### src/rtl/fcg_pkg.sv
package fcg_pkg;

    typedef enum logic [1:0] {
        MODE_OFF  = 2'd0,
        MODE_ALT1 = 2'd1,
        MODE_DUAL = 2'd2,
        MODE_ALT3 = 2'd3
    } mnd_mode_e;

    // Counter is engaged for any nonzero mode, unless n decodes to zero.
    function automatic logic counter_engaged(mnd_mode_e mode, logic n_is_zero);
        return (mode != MODE_OFF) && !n_is_zero;
    endfunction

endpackage

### src/rtl/halfstep_prediv.sv
module halfstep_prediv #(
    parameter int HID_W = 5
) (
    input  logic             clk,
    input  logic             rst,
    input  logic             clear,
    input  logic             tick,
    input  logic [HID_W-1:0] hid,
    output logic             fire
);
    localparam int AW = HID_W + 2;

    logic [AW-1:0] acc_q;
    logic [AW-1:0] sum;
    logic [AW-1:0] lim;
    logic          bypass;

    // Each source edge contributes two half-steps; a pulse is due every hid+1.
    always_comb begin
        bypass = (hid == '0);
        sum    = acc_q + AW'(2);
        lim    = AW'(hid) + AW'(1);
        fire   = tick && (bypass || (sum >= lim));
    end

    always_ff @(posedge clk) begin
        if (rst || clear) begin
            acc_q <= '0;
        end else if (tick && !bypass) begin
            acc_q <= fire ? (sum - lim) : sum;
        end
    end

    a_r9_prediv_bound: assert property (@(posedge clk) disable iff (rst)
        (hid != '0) |-> (acc_q < lim))
        else $error("R9: pre-divider accumulator out of range");

endmodule

### src/rtl/mn_ratio_counter.sv
module mn_ratio_counter #(
    parameter int MN_W = 8
) (
    input  logic            clk,
    input  logic            rst,
    input  logic            clear,
    input  logic            pulse_in,
    input  logic            engaged,
    input  logic [MN_W-1:0] m_val,
    input  logic [MN_W:0]   n_val,
    output logic            fire
);
    localparam int AW = MN_W + 2;

    logic [AW-1:0] acc_q;
    logic [AW-1:0] sum;
    logic [AW-1:0] wrap;

    always_comb begin
        sum  = acc_q + AW'(m_val);
        wrap = AW'(n_val);
        fire = pulse_in && (!engaged || (sum >= wrap));
    end

    always_ff @(posedge clk) begin
        if (rst || clear) begin
            acc_q <= '0;
        end else if (pulse_in && engaged) begin
            acc_q <= fire ? (sum - wrap) : sum;
        end
    end

    a_r9_ratio_bound: assert property (@(posedge clk) disable iff (rst)
        engaged |-> (acc_q < wrap))
        else $error("R9: ratio accumulator out of range");

endmodule

### src/rtl/frac_clk_gen.sv
module frac_clk_gen
    import fcg_pkg::*;
#(
    parameter int HID_W = 5,
    parameter int MN_W  = 8
) (
    input  logic             clk,
    input  logic             rst,
    input  logic             src_tick,
    input  logic [HID_W-1:0] cfg_hid,
    input  logic [1:0]       cfg_mode,
    input  logic [MN_W-1:0]  cfg_m_word,
    input  logic [MN_W-1:0]  cfg_n_word,
    input  logic             cfg_commit,
    output logic             clk_en_out
);
    localparam int NW = MN_W + 1;

    typedef struct packed {
        logic [HID_W-1:0] hid;
        logic             mn_on;
        logic [MN_W-1:0]  m;
        logic [NW-1:0]    n;
    } rate_cfg_t;

    rate_cfg_t act_q, pnd_q, decoded;
    logic      pend_q;
    logic      pre_fire, out_fire, apply;

    // Rebuild n from its complemented field: n = inverse(N) + m.
    always_comb begin
        decoded.hid   = cfg_hid;
        decoded.m     = cfg_m_word;
        decoded.n     = {1'b0, ~cfg_n_word} + {1'b0, cfg_m_word};
        decoded.mn_on = counter_engaged(mnd_mode_e'(cfg_mode), decoded.n == '0);
    end

    assign apply = out_fire && pend_q;

    halfstep_prediv #(.HID_W(HID_W)) u_prediv (
        .clk   (clk),
        .rst   (rst),
        .clear (apply),
        .tick  (src_tick),
        .hid   (act_q.hid),
        .fire  (pre_fire)
    );

    mn_ratio_counter #(.MN_W(MN_W)) u_ratio (
        .clk      (clk),
        .rst      (rst),
        .clear    (apply),
        .pulse_in (pre_fire),
        .engaged  (act_q.mn_on),
        .m_val    (act_q.m),
        .n_val    (act_q.n),
        .fire     (out_fire)
    );

    always_ff @(posedge clk) begin
        if (rst) begin
            act_q      <= '0;
            pnd_q      <= '0;
            pend_q     <= 1'b0;
            clk_en_out <= 1'b0;
        end else begin
            clk_en_out <= out_fire;
            if (apply) begin
                act_q <= pnd_q;
            end
            if (cfg_commit) begin
                pnd_q  <= decoded;
                pend_q <= 1'b1;
            end else if (apply) begin
                pend_q <= 1'b0;
            end
        end
    end

    a_r8_pulse_needs_tick: assert property (@(posedge clk) disable iff (rst)
        clk_en_out |-> $past(src_tick))
        else $error("R8: output pulse without a source tick");

    a_r7_switch_on_pulse: assert property (@(posedge clk) disable iff (rst)
        !$stable(act_q) |-> clk_en_out)
        else $error("R7: configuration changed outside a pulse cycle");

    a_r2_bypass_passthrough: assert property (@(posedge clk) disable iff (rst)
        ($past(!rst) && ($past(act_q.hid) == '0) && !$past(act_q.mn_on))
            |-> (clk_en_out == $past(src_tick)))
        else $error("R2: bypass does not pass ticks through");

    a_r1_reset_state: assert property (@(posedge clk)
        $past(rst) |-> (!clk_en_out && (act_q == '0)))
        else $error("R1: reset state wrong");

endmodule

### config.mk
export PLATFORM = sky130hd
export DESIGN_NAME = frac_clk_gen
export DESIGN_NICKNAME = d
export VERILOG_FILES = /design/src/rtl/fcg_pkg.sv /design/src/rtl/halfstep_prediv.sv /design/src/rtl/mn_ratio_counter.sv /design/src/rtl/frac_clk_gen.sv
export SDC_FILE = /design/constraint.sdc
export NUM_CORES = 1
export LEC_CHECK = 0
export BUFFER_PORTS_ARGS = -buffer_cell sky130_fd_sc_hd__buf_2
export CORE_ASPECT_RATIO = 0.5
export CORE_MARGIN = 1
export CORE_UTILIZATION = 40
export CTS_BUF_LIST = sky130_fd_sc_hd__clkbuf_16
export CTS_CLUSTER_SIZE = 14
export DETAILED_ROUTE_END_ITERATION = 6
export GPL_TIMING_DRIVEN = 0
export REMOVE_ABC_BUFFERS = 1
export SLEW_MARGIN = 20
export SYNTH_ARGS = -nofsm -noshare
export SYNTH_HDL_FRONTEND = slang
export SYNTH_HIERARCHICAL = 1
export SYNTH_SLANG_ARGS = --single-unit
### constraint.sdc
create_clock -name clk -period 14.75 [get_ports clk]
set_clock_uncertainty 0.1 [all_clocks]
set_input_delay 2.2125 -clock clk [delete_from_list [all_inputs] [get_ports clk]]
set_output_delay 2.2125 -clock clk [all_outputs]
set_load 0.05 [all_outputs]
# Word-level counts from Yosys, hierarchy flattened
# Index checks and enable logic that the tools add are counted.
[totals]
out_inout_bits = 1
input_bits = 27
wordCells = 41
register_bits = 65
[op_classes]
muxes = 4
n_reduce_logical = 16
addsub = 6
magnitude_cmp = 2
bitwise_logic = 1
[ops]
columns = ["cell", "n"]
rows = [
  ["$add 10x8->10", 1],
  ["$ge 10x9->1", 1],
  ["$mux 10", 1],
  ["$sub 10x9->10", 1],
  ["$add 8x8->9", 1],
  ["$logic_not 9->1", 1],
  ["$not 8->8", 1],
  ["$add 7x2->7 const B", 1],
  ["$ge 7x7->1", 1],
  ["$mux 7", 1],
  ["$sub 7x7->7", 1],
  ["$add 5x1->6 const B", 1],
  ["$logic_and 1x1->1", 6],
  ["$logic_not 5->1", 1],
  ["$reduce_bool 2->1", 2],
  ["$logic_not 1->1", 3],
  ["$logic_or 1x1->1", 3],
  ["$mux 1", 2],
]

# Logic depth before layout (Yosys ltp)
# Gate-level depths: netlist of the first run.
[logic_depth]
word_depth = 8
depth_mapped = 22
depth_no_buf = 20

# Cells and area by module
# The synthesis of the first run kept the hierarchy.
[by_module_without_submodules]
columns = ["module", "cells_per_inst", "seq_area_each_um2", "area_per_inst_um2", "instances"]
rows = [
  ["frac_clk_gen", 238, 960.9, 2037.0, 1],
  ["mn_ratio_counter", 182, 200.2, 1375.1, 1],
  ["halfstep_prediv", 98, 140.1, 800.8, 1],
]

# Worst setup path after synthesis of the first run
# No wires, ideal clock.
[synth_path]
path_kind = "register to register"
from = "register act_q[13] in the netlist's numbering"
to = "register u_prediv.acc_q[2]"
setup_ns = 0.095
path_slack_ns = 9.836
required_time_ns = 14.555
n_path_buf = 3
synth_period_minus_slack_ns = 4.914
stages_incl_launch_ff = 23
arrival_ns = 4.718
cell_sequence = "dfxtp_1 ha_1 a21o_1 a31oi_2 a21oi_1 or3_1 and2_1 ha_1 buf_2 a21o_1 a31o_2 o21ai_0 and3_1 buf_1 nand2_2 and2_1 nand2_1 inv_1 buf_1 nor2_1 nand2_1 or4b_1 o311ai_1"
[synth_via]
elab_chain_len = 6
[synth_lines]
columns = ["element", "line", "rtl"]
rows = [
  ["from (decl)", "frac_clk_gen.sv:26", "rate_cfg_t act_q, pnd_q, decoded;"],
  ["from (signal assigned)", "frac_clk_gen.sv:69", "act_q <= pnd_q;"],
  ["$add 10x8->10", "mn_ratio_counter.sv:20", "sum = acc_q + AW'(m_val);"],
  ["$ge 10x9->1", "mn_ratio_counter.sv:22", "fire = pulse_in && (!engaged || (sum >= wrap));"],
  ["$logic_or 1x1->1", "mn_ratio_counter.sv:22", ""],
  ["$logic_and 1x1->1", "mn_ratio_counter.sv:22", ""],
  ["named net out_fire", "frac_clk_gen.sv:28", "logic pre_fire, out_fire, apply;"],
  ["$logic_and 1x1->1", "frac_clk_gen.sv:38", "assign apply = out_fire && pend_q;"],
  ["named net apply", "frac_clk_gen.sv:28", ""],
  ["$logic_or 1x1->1", "halfstep_prediv.sv:27", "if (rst || clear) begin"],
  ["to (signal assigned)", "halfstep_prediv.sv:30", "acc_q <= fire ? (sum - lim) : sum;"],
  ["to (decl)", "halfstep_prediv.sv:13", "logic [AW-1:0] acc_q;"],
]
# The timed path passes the listed nets, and every way through them passes these cells.
# A chain may end at the register's enable or synchronous reset.

# Worst setup path after layout of the first run
[layout_path]
from = "register act_q[13] in the netlist's numbering"
to = "register u_prediv.acc_q[2]"
[layout_via]
elab_chain_len = 6
[layout_lines]
columns = ["element", "line"]
rows = [
  ["$add 10x8->10", "mn_ratio_counter.sv:20"],
  ["$ge 10x9->1", "mn_ratio_counter.sv:22"],
  ["$logic_or 1x1->1", "mn_ratio_counter.sv:22"],
  ["$logic_and 1x1->1", "mn_ratio_counter.sv:22"],
  ["named net out_fire", "frac_clk_gen.sv:28"],
  ["$logic_and 1x1->1", "frac_clk_gen.sv:38"],
  ["$logic_or 1x1->1", "halfstep_prediv.sv:27"],
]
# The timed path passes the listed nets, and every way through them passes these cells.

==> key figures, run 1 <==
Status
  – Status: complete, no violations

Layout
  – Fill cell count: 1040
  – Ant diodes: 0
  – Share of post-route cells with drive strength above 1: under 10%
  – Non-filler cells, final: 682
  – Layout net count: 602
  – Finished Cell Area: 4730 µm²
  – Core Util, Final: a little under half
  – Area grow syn2layout: 12.3%

Setup path
  – Setup CP Type: register to register
  – Top delay family on crit path: simple AND/OR/NAND/NOR gates
  – CP startpoint kind: register
  – Worst r2r src: act_q[13]
  – Slowest cell delay on critical path: around 700 ps
  – R2r setup slk: between 8000 and 9000 ps
  – CP max stage cell: inv_1
  – CP required: 14880 ps
  – Worst-path fanout max: 27
  – Crit end category: register
  – CP arrival: 6810 ps
  – CP cell instances: ha_1 -> a21o_1 -> a31oi_2 -> a21oi_1 -> or3_1 -> and2_1 -> ha_1 -> a21o_1 -> a31o_2 -> o21ai_0 -> and3_1 -> nand2_2 -> and2_1 -> nand2_1 -> inv_1 -> nor2_1 -> nand2_1 -> or4b_1 -> o311ai_1
  – CP Launch Point: act_q[13]
  – Worst path buffer plus inverter count: 1

Synthesis
  – Syn_area_per_cell: between 8 and 9 µm²
  – Mapped Cells: between 500 and 600
  – Synth cell types: 64
  – Ys async rst share: 0%
  – Number of synthesized register bits: 65
  – Sequential-to-total area share from yosys stat: approximately 30%
  – Ys flop type: dfxtp_1
  – Number of synthesized flops with an enable pin: 0
  – Mapped Area: about 4200 µm²
  – Yosys warns: 6

Clocking
  – CTS buffer count: 9
  – CTS tree: yes
  – Post-CTS Setup Inserts: 0
  – Clock latency on the worst-skew pair: 330 ps
  – Clk slew on worst S/H paths: about 60 ps
  – CTS Sinks: 65
  – Post-cts sizing count: 0
  – CTS H-tree lvls: 3
  – CTS Buffer Depth: 2
  – CTS root buf: clkbuf_16
  – Cts hold-fix bufs: 0

Global routing
  – Initial antenna violation count: 0
  – Vias in the first global route: between 3000 and 4000
  – GRT overflow: 0
  – All-Layer GR Usage: about a fifth
  – Largest net degree at the start of global routing: 53
  – First-pass GRT wire length: roughly 16 mm

Floorplanning
  – # rows: 26
  – Die H: between 70 and 80 µm
  – Initial core utilization: 41.2%
  – Die width: about 150 µm
  – Die area: 11000 µm²
  – Core area: approximately 10000 µm²
  – # IOs: 28

Timing
  – Final Slew Violations: 0
  – RSZ-0062 raised after global routing: false
  – Crit share post-route: between 40 and 50%
  – Final hold vios: 0
  – Final Critical Period: between 6000 and 7000 ps
  – Worst slew pin tran: just under 1000 ps
  – Setup WS post-layout: between 8000 and 9000 ps
  – Slew HR: a little over a third
  – Fmax: between 0.1 and 0.15 GHz
  – Fin Hold WS: roughly 350 ps
  – Final setup violation count: 0
  – Setup_tns: 0 ps

Placement
  – Placed cell areas: around 4400 µm²
  – DP HPWL: 7.02 mm
  – Setup slack at placement: approximately 8000 ps
  – Placed Instances: 666
  – Port Buffers: 27
  – Placer congestion estimate: approximately 0.84

Power
  – Power per cell area: ~110 nW/µm²
  – Worst VDD drop: ~0.044 mV
  – Power, Total: 0.506 mW
  – Pleak: roughly 2.0 nW

Routing
  – First DRT Iteration DRCs: between 150 and 200
  – DR vias/cell: around 5.3
  – Drt wl/cell: ~14 µm
  – Vias: between 3000 and 4000
  – First-pass iteration count of the detailed router: 4
  – # DRC: 0
  – Post-route ant nets: 0
  – Post-Route WL: 9.64 mm

Worst hold path
  – HP Class: register to register
  – Min-delay src: pnd_q[20]

Flow run
  – Max-Cap Viols: 0
## path summary, 6_finish.rpt
check,end,cells after the start
min reg2reg,act_q[20],2
max,u_prediv/acc_q[2],19
min,act_q[20],2
max reg2reg,u_prediv/acc_q[2],19
## layout make-up
class                      count  area, µm²  area share [%]
clock buffer                   9        225            4.76
multi-input combinational    395       2680            56.6
timing repair buffer          27        135            2.86
sequential                    65       1300            27.5
tap                          140        175            3.70
clock inverter                 7       70.1            1.48
inverter                      39        146            3.09
## logic make-up (layout without fill, tap and decap cells)
kind of cell | Yosys count | in the layout | synth area share, %
XOR/XNOR | 21 | 21 | 4.37
flip-flops | 65 | 65 | 30.9
adder cells (fa/ha/maj) | 38 | 38 | 12.0
AND/OR/NAND/NOR | 175 | 175 | 20.3
buffers and inverters | 58 | 82 | 5.55
AO/OA/AOI/OAI | 141 | 141 | 22.2
multiplexers | 20 | 20 | 4.75
## state kept, by name (all words and copies together) (netlist names)
name	count
act_q	23
clk_en_out	1
pend_q	1
pnd_q	23
u_prediv/acc_q	7
u_ratio/acc_q	10
## tightest hold or removal path, cell delays in order, from the launching register on
cell	delay [ps]
dfxtp_1	300
nand2_1	50
a21oi_1	50
## per-layer routing
metal  up-vias  part of all wire (%)  GRT usage [%]
li1       1891                     -              -
met1      1678                    51           25.4
met2        71                    43           30.6
met3         8                   4.8           4.48
met4         0                  0.88           6.64
met5         -                     0              0
## power by group
group          total (mW)  internal, mW  switching, mW
clock               0.210         0.131         0.0794
sequential          0.190         0.185        0.00574
combinational       0.105        0.0422         0.0632
total               0.506         0.358          0.148
## cells in the mapped netlist (9+ instances only)
cell	instances	area, µm²
dfxtp_1	65	1300
inv_1	39	146
a21oi_1	39	195
nand3_1	24	120
xnor2_1	13	114
a21o_1	10	75.1
nor2_1	38	143
mux2i_1	20	200
o21ai_0	29	145
clkbuf_1	10	37.5
nor3_1	9	45.0
nand2_1	59	221
a211oi_1	10	75.1
ha_1	34	425
a31oi_1	11	68.8
## layout by cell type (no fill, tap or decap), drive strengths merged, types with 5 or more instances in the layout
master  synthesis  routed
nor2           38      38
nand2          60      60
o21ai          30      30
dfxtp          65      65
a21oi          39      39
a31oi          12      12
o211ai          6       6
xnor2          13      13
buf             9      27
ha             34      34
a211oi         10      10
inv            39      42
a21o           10      10
nand3          24      24
or3             8       8
mux2i          20      20
nor2b           5       5
xor2            8       8
o21a            7       7
clkbuf         10       9
nor3            9       9
Power figures use the tool's default switching activity.
==> run 2: changes to the inputs <==
==> constraint.sdc (replaced) <==
create_clock -name clk -period 6.5 [get_ports clk]
set_clock_uncertainty 0.1 [all_clocks]
set_input_delay 0.975 -clock clk [delete_from_list [all_inputs] [get_ports clk]]
set_output_delay 0.975 -clock clk [all_outputs]
set_load 0.05 [all_outputs]
==> run 2 against run 1 <==
  * Global-route usage grew 0.23 points
  * Critical endpoint is now u_ratio/acc_q[4]
  * Core utilization grew 0.48 points
  * Total power grew 130%
  * Critical path depth is the same
  * Worst setup slack lost 7400 ps
==> key figures, run 2 (synthesized netlist as in run 1, its figures left out) <==
Status
  – Status: complete, no violations (unchanged)

Power
  – Worst VDD drop: 0.101 mV (was 0.0445 mV)
  – Comb power frac: 21.2% (was 20.8%)
  – Sequential Power Share: 37.4% (was 37.6%)
  – Pleak: 1.97 nW (was 1.95 nW)
  – Power per cell area: 242 nW/µm² (was 107 nW/µm²)
  – Clk pwr share: 41.4% (was 41.6%)
  – Cell internal pwr: 0.816 mW (was 0.358 mW)
  – Net Sw Frac: 29.5% (was 29.3%)
  – P_sw: 0.342 mW (was 0.148 mW)

Timing
  – Final setup violation count: 0 (unchanged)
  – Worst slew pin tran: 959 ps (was 977 ps)
  – Final Slew Violations: 0 (unchanged)
  – Fin Hold WS: 354 ps (was 353 ps)
  – Slew HR: 35.6% (was 34.9%)
  – Final Critical Period: 5830 ps (was 6670 ps)
  – Final hold vios: 0 (unchanged)
  – Fmax: 0.172 GHz (was 0.150 GHz)
  – Crit share post-route: 89.6% (was 45.2%)
  – RSZ-0062 raised after global routing: false (unchanged)

Floorplanning
  – Core area: 10200 µm² (unchanged)
  – Die area: 11000 µm² (unchanged)
  – Die width: 147 µm (unchanged)
  – Die H: 74.6 µm (unchanged)
  – # rows: 26 (unchanged)
  – # IOs: 28 (unchanged)
  – Initial core utilization: 41.2% (unchanged)

Clocking
  – CTS tree: yes (unchanged)
  – CTS root buf: clkbuf_16 (unchanged)
  – CTS Buffer Depth: 2 (unchanged)
  – CTS H-tree lvls: 3 (unchanged)
  – CTS Sinks: 65 (unchanged)
  – Clk slew on worst S/H paths: 60 ps (about the same)
  – Clock latency on the worst-skew pair: 330 ps (about the same)
  – CTS buffer count: 9 (unchanged)
  – Cts hold-fix bufs: 0 (unchanged)

Global routing
  – GRT overflow: 0 (unchanged)
  – Vias in the first global route: 3307 (was 3298)
  – First-pass GRT wire length: 16.4 mm (was 16.3 mm)
  – Initial antenna violation count: 0 (unchanged)
  – Largest net degree at the start of global routing: 53 (unchanged)
  – All-Layer GR Usage: 19.2% (was 19.0%)

Routing
  – Post-route ant nets: 0 (unchanged)
  – First-pass iteration count of the detailed router: 4 (unchanged)
  – First DRT Iteration DRCs: 214 (was 180)
  – DR vias/cell: 5.36 (was 5.35)
  – # DRC: 0 (unchanged)
  – Post-Route WL: 9.82 mm (was 9.64 mm)
  – Drt wl/cell: 14.3 µm (was 14.1 µm)
  – Vias: 3690 (was 3648)

Flow run
  – Max-Cap Viols: 0 (unchanged)

Placement
  – Placer congestion estimate: 0.842 (unchanged)
  – Placed Instances: 666 (unchanged)
  – Port Buffers: 27 (unchanged)
  – DP HPWL: 7.02 mm (unchanged)

Layout
  – Share of post-route cells with drive strength above 1: 11.3% (was 9.96%)
  – Most frequent cells in the layout: dfxtp_1 (65), nand2_1 (58), inv_1 (39), a21oi_1 (39), nor2_1 (38) (was dfxtp_1 (65), nand2_1 (59), inv_1 (40))
  – Biggest regs: act_q (23), pnd_q (23), u_ratio/acc_q (10) (unchanged)
  – Area grow syn2layout: 13.5% (was 12.3%)
  – Commonest non-fill, non-tap cell in the layout: dfxtp_1 (unchanged)
  – Core Util, Final: 46.8% (was 46.3%)
  – Layout net count: 608 (was 602)
  – Non-filler cells, final: 688 (was 682)
  – Ant diodes: 0 (unchanged)

Setup path
  – Crit end category: register (unchanged)
  – CP startpoint kind: register (unchanged)
  – Worst-path fanout max: 25 (was 27)
  – Setup CP Type: register to register (unchanged)
  – Slowest cell delay on critical path: 600 ps (was 700 ps)
  – CP cell instances: ha_1 -> a21o_1 -> a31oi_2 -> a21oi_1 -> or3_1 -> and2_1 -> ha_1 -> a21o_1 -> a31o_2 -> o21ai_0 -> and3_1 -> nand2_2 -> and2_1 -> nand2_2 -> clkinvlp_4 -> buf_4 -> nor2_1 -> o21ai_0 -> nor3b_1 (was ha_1 -> a21o_1 -> a31oi_2 -> a21oi_1 -> or3_1 -> and2_1 -> ha_1 -> a21o_1 -> a31o_2 -> o21ai_0 -> and3_1 -> nand2_2 -> and2_1 -> nand2_1 -> inv_1 -> nor2_1 -> nand2_1 -> or4b_1 -> o311ai_1)
  – CP max stage cell: nor2_1 (was inv_1)
  – CP arrival: 5980 ps (was 6810 ps)
  – CP required: 6650 ps (was 14880 ps)

Worst hold path
  – HP Class: register to register (unchanged)
==> run 2: cell count changes in the layout (fill, tap and decap cells not counted) <==
cell	before	now
nand2_1	59	58
nand2_2	1	2
clkinvlp_4	0	1
buf_4	0	5
inv_1	40	39
clkinvlp_2	0	1
==> run 2: cell type report <==
type / instances / area [µm²]
clock buffer: 9 / 225
multi-input combinational: 395 / 2680
fill: 1037 / 5440
timing repair buffer: 32 / 173
sequential: 65 / 1300
inverter: 39 / 150
tap: 140 / 175
timing repair inverter: 1 / 5.00
clock inverter: 7 / 70.1
==> run 2: what timing repair did <==
item / 4_1_cts / 5_1_grt
buffers inserted: 0 / 5
endpoints found under the setup margin: 7 / 1
resized for setup: 2 / 0
cloned: 1 / 0
==> run 2: power groups by stage <==
stage	Combinational, mW	Clock, mW	Sequential, mW
after floorplan	0.173	0	0.439
final	0.245	0.480	0.432
after CTS	0.240	0.495	0.432
after detailed placement	0.237	0	0.440
after global placement	0.234	0	0.440
after global routing	0.276	0.512	0.435
==> run 2: worst paths after layout <==
path / startpoint / endpoint / slack [ps] / cells past startpoint
setup / recovery: act_q[13] / u_ratio/acc_q[4] / 670 / 19
hold / removal: pnd_q[20] / act_q[20] / 350 / 2
setup reg to reg: act_q[13] / u_ratio/acc_q[4] / 670 / 19
hold reg to reg: pnd_q[20] / act_q[20] / 350 / 2
==> run 2: worst max-delay path, delay by kind of cell, from the launching register on <==
family / cells / cell delay (ps)
AOI/OAI and AO/OA: 7 / 1350
adders and majority gates: 2 / 750
buffers and inverters: 2 / 470
DFF: 1 / 310
and+or+nand+nor: 8 / 2750
==> run 2: stage by stage <==
stage | TNS, ps | cell area [µm²] | setup slack, ps | power, mW
5_1_grt | 0 | 4780 | 224 | 1.22
6_report | 0 | 4780 | 673 | 1.16
4_1_cts | 0 | 4740 | 296 | 1.17
2_1_floorplan | 0 | 4130 | 1300 | 0.612
3_3_place_gp | -823 | 4440 | -225 | 0.674
3_5_place_dp | -284 | 4440 | -211 | 0.678
==> run 2: per-layer routing <==
layer	vias up	share of wire, %	wire length, µm	GRT usage (%)
li1	1902	-	-	-
met1	1700	52	5090	25.8
met2	77	42	4150	30.8
met3	11	4.5	439	4.48
met4	0	1.4	138	6.64
met5	-	0	0	0
==> run 3: changes to the inputs <==
--- a/config.mk
+++ b/config.mk
@@ -7,7 +7,7 @@
 export LEC_CHECK = 0
 export BUFFER_PORTS_ARGS = -buffer_cell sky130_fd_sc_hd__buf_2
 export CORE_ASPECT_RATIO = 0.5
-export CORE_MARGIN = 1
+export CORE_MARGIN = 10
 export CORE_UTILIZATION = 40
 export CTS_BUF_LIST = sky130_fd_sc_hd__clkbuf_16
 export CTS_CLUSTER_SIZE = 14
==> constraint.sdc (replaced) <==
create_clock -name clk -period 5.8 [get_ports clk]
set_clock_uncertainty 0.1 [all_clocks]
set_input_delay 0.87 -clock clk [delete_from_list [all_inputs] [get_ports clk]]
set_output_delay 0.87 -clock clk [all_outputs]
set_load 0.05 [all_outputs]
==> run 3 against run 2 <==
  * Total power grew 20%
  * Combinational power grew 11%
  * Critical endpoint is now u_prediv/acc_q[2]
  * Critical path depth is the same
==> key figures, run 3 (synthesized netlist as in run 1, its figures left out) <==
Timing
  – Slew HR: 35.0% (was 35.6%)
  – Final hold vios: 0 (unchanged)
  – Worst slew pin tran: 975 ps (was 959 ps)
  – Fmax: 0.189 GHz (was 0.172 GHz)
  – Final setup violation count: 0 (unchanged)
  – RSZ-0062 raised after global routing: false (unchanged)
  – Final Critical Period: 5290 ps (was 5830 ps)
  – Setup_tns: 0 ps (unchanged)
  – Final Slew Violations: 0 (unchanged)
  – Crit share post-route: 91.2% (was 89.6%)

Routing
  – DR vias/cell: 5.41 (was 5.36)
  – Drt wl/cell: 14.6 µm (was 14.3 µm)
  – First DRT Iteration DRCs: 185 (was 214)
  – # DRC: 0 (unchanged)
  – Vias: 3703 (was 3690)
  – First-pass iteration count of the detailed router: 4 (unchanged)
  – Post-Route WL: 10.0 mm (was 9.82 mm)
  – Post-route ant nets: 0 (unchanged)

Global routing
  – GRT overflow: 0 (unchanged)
  – Largest net degree at the start of global routing: 53 (unchanged)
  – Initial antenna violation count: 0 (unchanged)
  – First-pass GRT wire length: 17.1 mm (was 16.4 mm)
  – All-Layer GR Usage: 13.5% (was 19.2%)
  – Vias in the first global route: 3575 (was 3307)

Status
  – Status: complete, no violations (unchanged)

Layout
  – Fill cell count: 1023 (was 1037)
  – Biggest regs: act_q (23), pnd_q (23), u_ratio/acc_q (10) (unchanged)
  – Layout net count: 605 (was 608)
  – Share of post-route cells with drive strength above 1: 11.6% (was 11.3%)
  – Ant diodes: 0 (unchanged)
  – Most frequent cells in the layout: dfxtp_1 (65), nand2_1 (58), a21oi_1 (39) (was dfxtp_1 (65), nand2_1 (58), inv_1 (39), a21oi_1 (39), nor2_1 (38))
  – Commonest non-fill, non-tap cell in the layout: dfxtp_1 (unchanged)
  – Area grow syn2layout: 14.5% (was 13.5%)
  – Core Util, Final: 47.1% (was 46.8%)
  – Multi-input combinational cell area: 2690 µm² (was 2680 µm²)
  – Register area: 1300 µm² (unchanged)

Setup path
  – Top delay family on crit path: simple AND/OR/NAND/NOR gates (unchanged)
  – Worst path buffer plus inverter count: 1 (was 2)
  – Slowest cell delay on critical path: 500 ps (was 600 ps)
  – Setup CP Type: register to register (unchanged)
  – CP startpoint kind: register (unchanged)
  – Worst-path fanout max: 25 (unchanged)
  – CP cell instances: ha_1 -> a21o_1 -> a31oi_2 -> a21oi_1 -> or3_1 -> and2_1 -> ha_1 -> a21o_1 -> a31o_2 -> o21ai_0 -> and3_2 -> nand2_2 -> and2_1 -> nand2_4 -> clkinvlp_4 -> nor2_2 -> nand2_1 -> or4b_1 -> o311ai_1 (was ha_1 -> a21o_1 -> a31oi_2 -> a21oi_1 -> or3_1 -> and2_1 -> ha_1 -> a21o_1 -> a31o_2 -> o21ai_0 -> and3_1 -> nand2_2 -> and2_1 -> nand2_2 -> clkinvlp_4 -> buf_4 -> nor2_1 -> o21ai_0 -> nor3b_1)
  – CP max stage cell: or4b_1 (was nor2_1)
  – Crit end category: register (unchanged)
  – CP arrival: 5400 ps (was 5980 ps)
  – Worst reg2reg path depth: 19 (unchanged)
  – CP required: 5910 ps (was 6650 ps)
  – Worst path depth: 19 (unchanged)

Power
  – Pleak: 1.97 nW (about the same)
  – Worst VDD drop: 0.137 mV (was 0.101 mV)
  – Net Sw Frac: 27.7% (was 29.5%)
  – Clk pwr share: 45.6% (was 41.4%)
  – Cell internal pwr: 1.00 mW (was 0.816 mW)
  – Sequential Power Share: 34.9% (was 37.4%)
  – P_sw: 0.385 mW (was 0.342 mW)
  – Power per cell area: 288 nW/µm² (was 242 nW/µm²)
  – Comb power frac: 19.5% (was 21.2%)
  – Power, Total: 1.39 mW (was 1.16 mW)

Worst hold path
  – Hold Path Depth: 2 (unchanged)
  – HP Class: register to register (unchanged)

Floorplanning
  – Initial core utilization: 41.1% (was 41.2%)
  – # IOs: 28 (unchanged)
  – Die area: 15300 µm² (was 11000 µm²)
  – Die width: 165 µm (was 147 µm)
  – Core area: 10200 µm² (about the same)
  – # rows: 26 (unchanged)
  – Die H: 92.6 µm (was 74.6 µm)

Clocking
  – CTS buffer count: 9 (unchanged)
  – CTS tree: yes (unchanged)
  – Clock latency on the worst-skew pair: 330 ps (about the same)
  – Cts hold-fix bufs: 0 (unchanged)
  – CTS H-tree lvls: 3 (unchanged)
  – CTS Buffer Depth: 2 (unchanged)
  – Clk slew on worst S/H paths: 60 ps (about the same)
  – CTS root buf: clkbuf_16 (unchanged)
  – CTS Sinks: 65 (unchanged)

Placement
  – Placer congestion estimate: 0.860 (was 0.842)
  – Port Buffers: 27 (unchanged)
  – DP HPWL: 7.23 mm (was 7.02 mm)

Flow run
  – Max-Cap Viols: 0 (unchanged)
-- run 3: metrics by stage --
| stage | cells | hold WS (ps) | setup WS (ps) | cell area, µm² |
|---|---|---|---|---|
| floorplan | 499 | 325 | 603 | 4130 |
| detailed placement | 666 | 346 | -776 | 4440 |
| finish | 685 | 352 | 512 | 4820 |
| global route | 685 | 376 | 24.4 | 4820 |
| CTS | 685 | 353 | 71.5 | 4810 |
| global placement | 666 | 338 | -844 | 4440 |
-- run 3: cell type report --
class | instances | area share, %
Inverter | 39 | 3.11
Clock buffer | 9 | 4.67
Timing Repair inverter | 1 | 0.104
Clock inverter | 7 | 2.57
Tap cell | 140 | 3.63
Multi-Input combinational cell | 395 | 55.8
Timing Repair Buffer | 29 | 3.11
Sequential cell | 65 | 27.0
-- run 3: what timing repair did --
| item | in CTS | in global routing |
|---|---|---|
| buffers inserted | 2 | 0 |
| gates resized for setup | 2 | 4 |
| gates cloned | 1 | 0 |
| setup endpoints to repair | 16 | 24 |
-- run 3: path summary, 6_finish.rpt --
kind	startpoint	to	slack, ps
max	act_q[13]	u_prediv/acc_q[2]	510
min	pnd_q[21]	act_q[21]	350
max reg2reg	act_q[13]	u_prediv/acc_q[2]	510
min reg2reg	pnd_q[21]	act_q[21]	350
-- run 3: metal layers --
layer	share of wire (%)	global-route usage, %
met1	50	17.5
met2	45	21.7
met3	4.3	3.14
met5	0	0
met4	0.91	4.18
-- run 3: power by group through the flow --
stage / clock network [mW] / logic, mW / registers [mW]
after global placement: 0 / 0.262 / 0.493
after detailed placement: 0 / 0.264 / 0.493
after floorplan: 0 / 0.194 / 0.492
final: 0.633 / 0.271 / 0.485
after CTS: 0.647 / 0.269 / 0.484
after global routing: 0.669 / 0.307 / 0.487
-- run 3: worst min-delay path: cells and delay by family (launching register included) --
| family | cells | cell delay (ps) |
|---|---|---|
| AO/OA/AOI/OAI | 1 | 50 |
| flip-flops | 1 | 310 |
| AND/OR/NAND/NOR | 1 | 50 |
